--- src/rtl/evc_pkg.sv ---
package evc_pkg;

    typedef enum logic [1:0] {
        ST_IDLE,
        ST_NESTED,
        ST_RETIRE
    } evc_state_e;

    localparam int unsigned EVC_LVL_EMU  = 0;
    localparam int unsigned EVC_LVL_RST  = 1;
    localparam int unsigned EVC_LVL_NMI  = 2;
    localparam int unsigned EVC_LVL_EXC  = 3;
    localparam int unsigned EVC_NUM_DED  = 4;

endpackage

--- src/rtl/evc_prio_enc.sv ---
module evc_prio_enc #(
    parameter int unsigned W  = 16,
    localparam int unsigned IW = (W > 1) ? $clog2(W) : 1
) (
    input  logic [W-1:0]  req_i,
    output logic          vld_o,
    output logic [IW-1:0] idx_o
);

    always_comb begin
        idx_o = '0;
        for (int i = W - 1; i >= 0; i--) begin
            if (req_i[i]) idx_o = IW'(i);
        end
        vld_o = |req_i;
    end

endmodule

--- src/rtl/evc_pending.sv ---
module evc_pending #(
    parameter int unsigned NUM_LVL = 16,
    parameter int unsigned GP_BASE = 7,
    localparam int unsigned NUM_GP = NUM_LVL - GP_BASE
) (
    input  logic               clk,
    input  logic               rst_n,
    input  logic [NUM_LVL-1:0] set_i,
    input  logic [NUM_LVL-1:0] clr_i,
    input  logic               mask_we_i,
    input  logic [NUM_GP-1:0]  mask_wdata_i,
    output logic [NUM_LVL-1:0] elig_o
);
    import evc_pkg::*;

    logic [NUM_LVL-1:0] pend_q;
    logic [NUM_GP-1:0]  mask_q;
    logic [NUM_LVL-1:0] en;

    for (genvar g = 0; g < NUM_LVL; g++) begin : g_en
        if (g < EVC_NUM_DED) begin : g_ded
            assign en[g] = 1'b1;
        end else if (g < GP_BASE) begin : g_gap
            assign en[g] = 1'b0;
        end else begin : g_gp
            assign en[g] = mask_q[g-GP_BASE];

            // a general-purpose level is only taken while enabled
            a_r4_mask_gates_take: assert property (@(posedge clk) disable iff (!rst_n)
                clr_i[g] |-> mask_q[g-GP_BASE]);
        end
    end

    always_ff @(posedge clk) begin
        if (!rst_n) begin
            pend_q <= '0;
            mask_q <= '0;
        end else begin
            pend_q <= (pend_q & ~clr_i) | (set_i & en | set_i & ~en);
            if (mask_we_i) mask_q <= mask_wdata_i;
        end
    end

    assign elig_o = pend_q & en;

    for (genvar g = 0; g < NUM_LVL; g++) begin : g_chk
        // pending holds until the level is taken
        a_r5_sticky: assert property (@(posedge clk) disable iff (!rst_n)
            (pend_q[g] && !clr_i[g]) |=> pend_q[g]);
    end

endmodule

--- src/rtl/evc_active.sv ---
module evc_active #(
    parameter int unsigned NUM_LVL = 16,
    localparam int unsigned VW = $clog2(NUM_LVL)
) (
    input  logic               clk,
    input  logic               rst_n,
    input  logic [NUM_LVL-1:0] set_i,
    input  logic               ret_i,
    output logic [NUM_LVL-1:0] act_o,
    output logic               top_vld_o,
    output logic [VW-1:0]      top_idx_o
);

    logic [NUM_LVL-1:0] act_q;
    logic [NUM_LVL-1:0] clr_oh;

    evc_prio_enc #(.W(NUM_LVL)) u_top (
        .req_i (act_q),
        .vld_o (top_vld_o),
        .idx_o (top_idx_o)
    );

    always_comb begin
        for (int i = 0; i < NUM_LVL; i++) begin
            clr_oh[i] = ret_i && top_vld_o && (int'(top_idx_o) == i);
        end
    end

    always_ff @(posedge clk) begin
        if (!rst_n) act_q <= '0;
        else        act_q <= (act_q & ~clr_oh) | set_i;
    end

    assign act_o = act_q;

    // a return removes exactly one running level
    a_r8_ret_retires_one: assert property (@(posedge clk) disable iff (!rst_n)
        (ret_i && top_vld_o) |=> ($countones(act_q) + 1 == $past($countones(act_q))));

endmodule

--- src/rtl/evc_ctrl.sv ---
module evc_ctrl #(
    parameter int unsigned NUM_LVL    = 16,
    parameter int unsigned GP_BASE    = 7,
    parameter int unsigned NUM_PERIPH = 7,
    localparam int unsigned NUM_GP    = NUM_LVL - GP_BASE,
    localparam int unsigned VW        = $clog2(NUM_LVL)
) (
    input  logic                  clk,
    input  logic                  rst_n,
    input  logic                  emu_req_i,
    input  logic                  sysrst_req_i,
    input  logic                  wdog_nmi_i,
    input  logic                  pin_nmi_i,
    input  logic                  exc_req_i,
    input  logic [NUM_PERIPH-1:0] irq_i,
    input  logic [NUM_GP-1:0]     sw_raise_i,
    input  logic                  mask_we_i,
    input  logic [NUM_GP-1:0]     mask_wdata_i,
    input  logic                  ret_i,
    output logic                  take_o,
    output logic [VW-1:0]         vec_o,
    output logic [NUM_LVL-1:0]    active_o
);
    import evc_pkg::*;

    evc_state_e         state_q, state_d;
    logic [NUM_LVL-1:0] set_vec, elig, take_oh, le_vec;
    logic               win_vld, act_vld, take_ok;
    logic [VW-1:0]      win_idx, act_idx;

    for (genvar g = 0; g < NUM_LVL; g++) begin : g_set
        if (g == EVC_LVL_EMU) begin : g_emu
            assign set_vec[g] = emu_req_i;
        end else if (g == EVC_LVL_RST) begin : g_rst
            assign set_vec[g] = sysrst_req_i;
        end else if (g == EVC_LVL_NMI) begin : g_nmi
            assign set_vec[g] = wdog_nmi_i | pin_nmi_i;
        end else if (g == EVC_LVL_EXC) begin : g_exc
            assign set_vec[g] = exc_req_i;
        end else if (g < GP_BASE) begin : g_gap
            assign set_vec[g] = 1'b0;
        end else if (g - GP_BASE < NUM_PERIPH) begin : g_per
            assign set_vec[g] = sw_raise_i[g-GP_BASE] | irq_i[g-GP_BASE];
        end else begin : g_sw
            assign set_vec[g] = sw_raise_i[g-GP_BASE];
        end
    end

    evc_pending #(.NUM_LVL(NUM_LVL), .GP_BASE(GP_BASE)) u_pend (
        .clk          (clk),
        .rst_n        (rst_n),
        .set_i        (set_vec),
        .clr_i        (take_oh),
        .mask_we_i    (mask_we_i),
        .mask_wdata_i (mask_wdata_i),
        .elig_o       (elig)
    );

    evc_prio_enc #(.W(NUM_LVL)) u_win (
        .req_i (elig),
        .vld_o (win_vld),
        .idx_o (win_idx)
    );

    evc_active #(.NUM_LVL(NUM_LVL)) u_act (
        .clk       (clk),
        .rst_n     (rst_n),
        .set_i     (take_oh),
        .ret_i     (ret_i),
        .act_o     (active_o),
        .top_vld_o (act_vld),
        .top_idx_o (act_idx)
    );

    // next state and take decision
    always_comb begin
        state_d = state_q;
        take_ok = 1'b0;
        unique case (state_q)
            ST_IDLE: begin
                take_ok = !ret_i && win_vld;
                if (take_ok) state_d = ST_NESTED;
            end
            ST_NESTED: begin
                take_ok = !ret_i && win_vld && (!act_vld || win_idx < act_idx);
                if (ret_i) state_d = ST_RETIRE;
            end
            ST_RETIRE: begin
                if (ret_i && act_vld) state_d = ST_RETIRE;
                else if (act_vld && !ret_i) state_d = ST_NESTED;
                else state_d = ST_IDLE;
            end
            default: state_d = ST_IDLE;
        endcase
    end

    always_comb begin
        for (int i = 0; i < NUM_LVL; i++) begin
            take_oh[i] = take_ok && (int'(win_idx) == i);
        end
    end

    // state register
    always_ff @(posedge clk) begin
        if (!rst_n) state_q <= ST_IDLE;
        else        state_q <= state_d;
    end

    // registered outputs
    always_ff @(posedge clk) begin
        if (!rst_n) begin
            take_o <= 1'b0;
            vec_o  <= '0;
        end else begin
            take_o <= take_ok;
            if (take_ok) vec_o <= win_idx;
        end
    end

    always_comb begin
        for (int i = 0; i < NUM_LVL; i++) begin
            le_vec[i] = (i <= int'(vec_o));
        end
    end

    // a take only happens above every previously running level
    a_r7_outranks_active: assert property (@(posedge clk) disable iff (!rst_n)
        take_o |-> (($past(active_o) & le_vec) == '0));

    // the taken level is marked running
    a_r6_take_marks_active: assert property (@(posedge clk) disable iff (!rst_n)
        take_o |-> active_o[vec_o]);

    // no take at the edge that samples a return
    a_r8_ret_blocks_take: assert property (@(posedge clk) disable iff (!rst_n)
        ret_i |=> !take_o);

    // the idle state means nothing is running
    a_r7_idle_empty: assert property (@(posedge clk) disable iff (!rst_n)
        (state_q == ST_IDLE) |-> (active_o == '0));

endmodule

--- config.mk ---
export PLATFORM = sky130hd
export DESIGN_NAME = evc_ctrl
export DESIGN_NICKNAME = d
export VERILOG_FILES = /design/src/rtl/evc_pkg.sv /design/src/rtl/evc_prio_enc.sv /design/src/rtl/evc_pending.sv /design/src/rtl/evc_active.sv /design/src/rtl/evc_ctrl.sv
export SDC_FILE = /design/constraint.sdc
export NUM_CORES = 1
export LEC_CHECK = 0
export ABC_AREA = 0
export CORE_MARGIN = 5
export CORE_UTILIZATION = 32
export DETAILED_ROUTE_END_ITERATION = 10
export PLACE_DENSITY = 0.56
export SLEW_MARGIN = 20
export SYNTH_ARGS = -nofsm -noshare
export SYNTH_HDL_FRONTEND = slang
export SYNTH_HIERARCHICAL = 1
export SYNTH_SLANG_ARGS = --single-unit
export TNS_END_PERCENT = 5
--- constraint.sdc ---
create_clock -name clk -period 4.1 [get_ports clk]
set_input_delay 0.82 -clock clk [delete_from_list [all_inputs] [get_ports clk]]
set_output_delay 0.82 -clock clk [all_outputs]
set_load 0.02 [all_outputs]
### Word-level counts from Yosys, hierarchy flattened

Index checks and enable logic that the tools add are counted.

* bits of input ports: 34
* memories kept: 0
* output and inout port bits: 21
* bits in writable memories: 0
* latch bits: 0
* register bits: 48
* memory bits (read-only): 0
* word-level logic and storage cells: 143

* bitwise logic cells: 19
* $lt $le $gt $ge: 1
* mux-type cells: 38
* equal/unequal tests: 34
* $mul: 0
* add/sub/neg operators: 0
* reductions and logical operators: 45
* divide/modulo/power cells: 0
* shift operators: 0

Operators by type and width (count)
* 4-bit 2-to-1 mux: 32
* 16-bit AND: 5
* 4-bit == test (second input constant): 16
* 16-bit NOT: 3
* 16-bit OR: 3
* 1-bit logical AND: 36
* 4-bit by 3-bit == test with 1-bit output (second input constant): 8
* 16-bit OR reduction: 2
* 4-bit by 2-bit == test with 1-bit output (second input constant): 4
* 4-bit by 1-bit == test with 1-bit output (second input constant): 2
* 4-bit zero test: 2
* 1-bit OR: 8
* 2-bit 2-to-1 mux: 3
* 2-bit one-hot mux with 3 select lines: 1
* 4-bit < comparator: 1
* 2-bit != test (second input constant): 2
* 2-bit by 1-bit == test with 1-bit output (second input constant): 1
* 2-bit == test (second input constant): 1
* 1-bit zero test: 2
* 2-bit zero test: 1
* 1-bit one-hot mux with 2 select lines: 1
* 2-bit AND reduction: 1
* 1-bit logical OR: 1
* 1-bit 2-to-1 mux: 1

### Longest topological paths before layout

* depth in word-level cells: 25
* mapped depth: 13
* gate-level depth less buffers: 12

### By module

The synthesis kept the hierarchy.

Modules (own cells, without submodules)
* evc_pending: times used 1, cells each 86, seq. area each 440.4 µm², area each 899.6 µm²
* evc_active: times used 1, cells each 72, seq. area each 320.3 µm², area each 649.4 µm²
* evc_ctrl: times used 1, cells each 76, seq. area each 140.1 µm², area each 603.1 µm²
* evc_prio_enc: times used 2, cells each 34, seq. area each 0.0 µm², area each 176.4 µm²

### Worst setup path after synthesis

No wires, ideal clock.

* path kind: reg-to-reg
* from: register u_pend.pend_q[13]
* to: register u_pend.pend_q[0]
* arrival time: 2636 ps
* cell stages (with the launch flop): 12
* library setup time: 115 ps
* required time: 3985 ps
* period minus slack after synthesis: 2751 ps
* slack: 1349 ps
* path buffers: 1
* cells stage by stage: dfxtp_1 -> and2_1 -> o31ai_1 -> nand2_1 -> a31oi_1 -> ha_1 -> a21oi_1 -> o21ai_2 -> buf_6 -> nor4_1 -> nor2b_1 -> o21a_1

* word-level cells in the longest chain between the ends: 23
* elaborated cells between the ends (all ways): 26
* those cells by class: order compare: 1; mux: 15; bitwise: 4; reduce/logical: 6

RTL lines
* start: declaration: line evc_pending.sv:16 `logic [NUM_LVL-1:0] pend_q;`
* start signal: assignment: line evc_pending.sv:39 `pend_q <= (pend_q & ~clr_i) | (set_i & en | set_i & ~en);`
* 16-bit AND (*): line evc_pending.sv:44 `assign elig_o = pend_q & en;`
* via elig[13]: line evc_ctrl.sv:27 `logic [NUM_LVL-1:0] set_vec, elig, take_oh, le_vec;`
* 4-bit 2-to-1 mux (*) (14 in a row): line evc_prio_enc.sv:13 `if (req_i[i]) idx_o = IW'(i);`
* via win_idx[1]: line evc_ctrl.sv:29 `logic [VW-1:0] win_idx, act_idx;`
* 4-bit < comparator: line evc_ctrl.sv:85 `take_ok = !ret_i && win_vld && (!act_vld || win_idx < act_idx);`
* 1-bit logical OR: line evc_ctrl.sv:85
* 1-bit logical AND: line evc_ctrl.sv:85
* 1-bit one-hot mux with 2 select lines: line evc_ctrl.sv:79 `unique case (state_q)`
* 1-bit logical AND (*): line evc_ctrl.sv:99 `take_oh[i] = take_ok && (int'(win_idx) == i);`
* via take_oh[0]: line evc_ctrl.sv:27
* 16-bit NOT (*): line evc_pending.sv:39
* 16-bit AND (*): line evc_pending.sv:39
* 16-bit OR (*): line evc_pending.sv:39

Mark *: on every way through the listed nets, which the timed path passes. The rest lies on a longest branch.
A chain may end at the register's enable or synchronous reset.

### Final worst setup path

* from: register u_pend.pend_q[7]
* to: register u_act.act_q[12], in the netlist u_act/act_o[12]

* word-level cells in the longest chain between the ends: 15
* elaborated cells between the ends (all ways): 18
* those cells by class: order compare: 1; eq/ne: 1; mux: 9; bitwise: 2; reduce/logical: 5

RTL lines
* 16-bit AND (*): line evc_pending.sv:44
* via elig[7]: line evc_ctrl.sv:27
* 4-bit 2-to-1 mux (*) (8 in a row): line evc_prio_enc.sv:13
* via win_idx[3]: line evc_ctrl.sv:29
* 4-bit < comparator: line evc_ctrl.sv:85
* 1-bit logical OR: line evc_ctrl.sv:85
* 1-bit logical AND: line evc_ctrl.sv:85
* 1-bit one-hot mux with 2 select lines: line evc_ctrl.sv:79
* 1-bit logical AND (*): line evc_ctrl.sv:99
* via take_oh[12]: line evc_ctrl.sv:27
* 16-bit OR (*): line evc_active.sv:31 `else act_q <= (act_q & ~clr_oh) | set_i;`
* end signal: assignment: line evc_active.sv:31
* end: declaration: line evc_active.sv:14 `logic [NUM_LVL-1:0] act_q;`

Marks and branches as above.

==> results.md <==
- Root buf cell: clkbuf_8
- Setup crit end kind: register
- DR vias: 2234
- Synth Instances: 301
- Hold slack: 471 ps
- Tcrit/Tclk final: between 80% and 90%
- Max_cap viols: 0
- Die Y: 98.4 µm
- Comb power frac: 23.9%
- Sink Count: 45
- Crit-path slowest cell: nor4_1
- Crit path arrival time: 3690 ps
- Max Clk Rate: 289 MHz
- Syn Std Cell Area: 0.00250 mm²
- Vias in the first global route: about 2200
- 1st-pass router iterations: 5
- Routed vias/inst: 4.89
- Routed Antenna Nets: 0
- CP delay by family, top: compound AO/OA/AOI/OAI gates
- Cell area power density: 310 mW/mm²
- CTS Hold Bufs: 0
- IO Count: 55
- P_leak: 1.18 nW
- TritonCTS clock tree: done
- VDD IR max: 117 µV
- Minimum clock period: between 3000 and 4000 ps
- Slew headroom: 29.6%
- I/O Buffers: 54
- Worst Tran Pin Value: 1060 ps
- Core area: 0.00769 mm²
- Clk pin slew, worst setup/hold paths: 90 ps
- Worst Path Max Fanout: 21
- Horiz. Die Dim: 98.4 µm
- Switching portion of total power: 29.9%
- Clock network latency to the later pin of the worst-skew pair: 300 ps
- Total grt overflow: 0
- Initial DRC Count: between 100 and 150
- Final WL: 6630 µm
- Post-CTS Resized: 0
- Int Pwr: 0.692 mW
- WL per Instance: 14.5 µm
- Final Skew: about 9.0 ps
- HPWL Detailed: between 5000 and 6000 µm
- Crit path largest cell delay: 690 ps
- Area grow syn2layout: 27.2%
- Die area: around 0.0097 mm²
- Flop pwr share: roughly half
- Initial Util: 32.5%
- Site Rows: 32
- Share of layout cells above drive strength 1: 9.30%
- Total power: between 0.9 and 1 mW
- Status: finished, final reports clean
- Largest net degree at the start of global routing: 27
- RSZ-0062 raised after global routing: false
- Worst-path cell chain: and2_1 > nor4_2 > nand3_1 > a31oi_1 > ha_1 > a21o_1 > a31oi_2 > o21ai_2 > nor4_1 > o21ai_0 > a21oi_1
- Crit path kind: reg -> reg
- Final GP Congestion: slightly above 0.8
- CTS buffer count: 5
- Final number of setup-violating endpoints: 0
- Cell Count Post-Placement: 449
- Diode count: 0
- Psw: 0.295 mW
- Hold Vio Cnt, Final: 0
- Clk pwr share: ~28%
- Synthesized area per cell: 8.31 µm²
- DRC: 0
- Final Max Slew Viols: 0
- Tot GR Track Use: approximately 14%
- Final TNS setup: 0 ps
- Setup Fix Bufs, Post-CTS: 0
- Non-Filler Instances: 457
- Required time worst endpoint: 4320 ps
- Hold Crit Class: reg -> reg
- H-tree Lvls: 2
- Initial antenna violation count: 0
- # nets final: 391
- Global-route wire length before repair: roughly 11000 µm
- CTS max path bufs: 2
- Critical path buffer and inverter count: 0
- Final Util: 41.4%
- Synth Warn #: 6
- Critical path startpoint category: register
==> routing by layer <==
metal	vias to the layer above	routed length (µm)	GRT usage (%)
li1	1150	-	-
met1	1030	3160	18.7
met2	52	3140	22.1
met3	2	294	2.76
met4	0	35	3.78
met5	-	0	0
==> path summary, 6_finish.rpt <==
path              slack [ps]  cells past startpoint               to              from
hold reg to reg          470                      2         vec_o[1]          vec_o[1]
setup / recovery         640                     11  u_act/act_o[12]  u_pend/pend_q[7]
setup reg to reg         640                     11  u_act/act_o[12]  u_pend/pend_q[7]
hold / removal           470                      2         vec_o[1]          vec_o[1]
==> power groups by stage <==
stage / Clock, mW / Combinational (mW) / Sequential (mW)
2_1_floorplan: 0 / 0.150 / 0.490
3_3_place_gp: 0 / 0.233 / 0.487
3_5_place_dp: 0 / 0.236 / 0.487
4_1_cts: 0.286 / 0.237 / 0.477
5_1_grt: 0.297 / 0.260 / 0.479
6_report: 0.275 / 0.236 / 0.476
==> worst reg2reg max path, cell delays in order, from the launching register on <==
cell and delay, ps:
dfxtp_1 320, and2_1 180, nor4_2 300, nand3_1 120
a31oi_1 410, ha_1 340, a21o_1 200, a31oi_2 190
o21ai_2 310, nor4_1 690, o21ai_0 150, a21oi_1 180
==> sequential cells by signal, summed over array words and instances (netlist names) <==
signal and count:
u_pend/pend_q 13, vec_o 4, take_o 1, u_pend/mask_q 9
state_q 2, u_act/act_o 16
==> cells in the final DEF, fill, tap and decap left out, types with 12 or more instances in the layout <==
| master | count |
|---|---|
| dfxtp_1 | 45 |
| o21ai_0 | 18 |
| a21oi_1 | 12 |
| nor2_1 | 15 |
| clkdlybuf4s50_1 | 54 |
| inv_1 | 22 |
| mux2i_1 | 13 |
| nor2b_1 | 22 |
| nor3_1 | 17 |
| nand2_1 | 21 |
| o21a_1 | 13 |
| a31oi_1 | 16 |
==> layout make-up <==
class	instances	area (µm²)
sequential	45	901
inverter	22	82.6
clock buffer	7	76.3
multi-input combinational	221	1410
timing repair buffer	59	578
clock inverter	1	7.51
tap	102	128
fill	828	4510
==> stage by stage <==
step,instance area (µm²),setup slack (ps)
2_1_floorplan,2510,1350
3_3_place_gp,3100,762
3_5_place_dp,3100,668
4_1_cts,3180,642
5_1_grt,3180,237
6_report,3180,638
(Power assumes the default switching activity.)
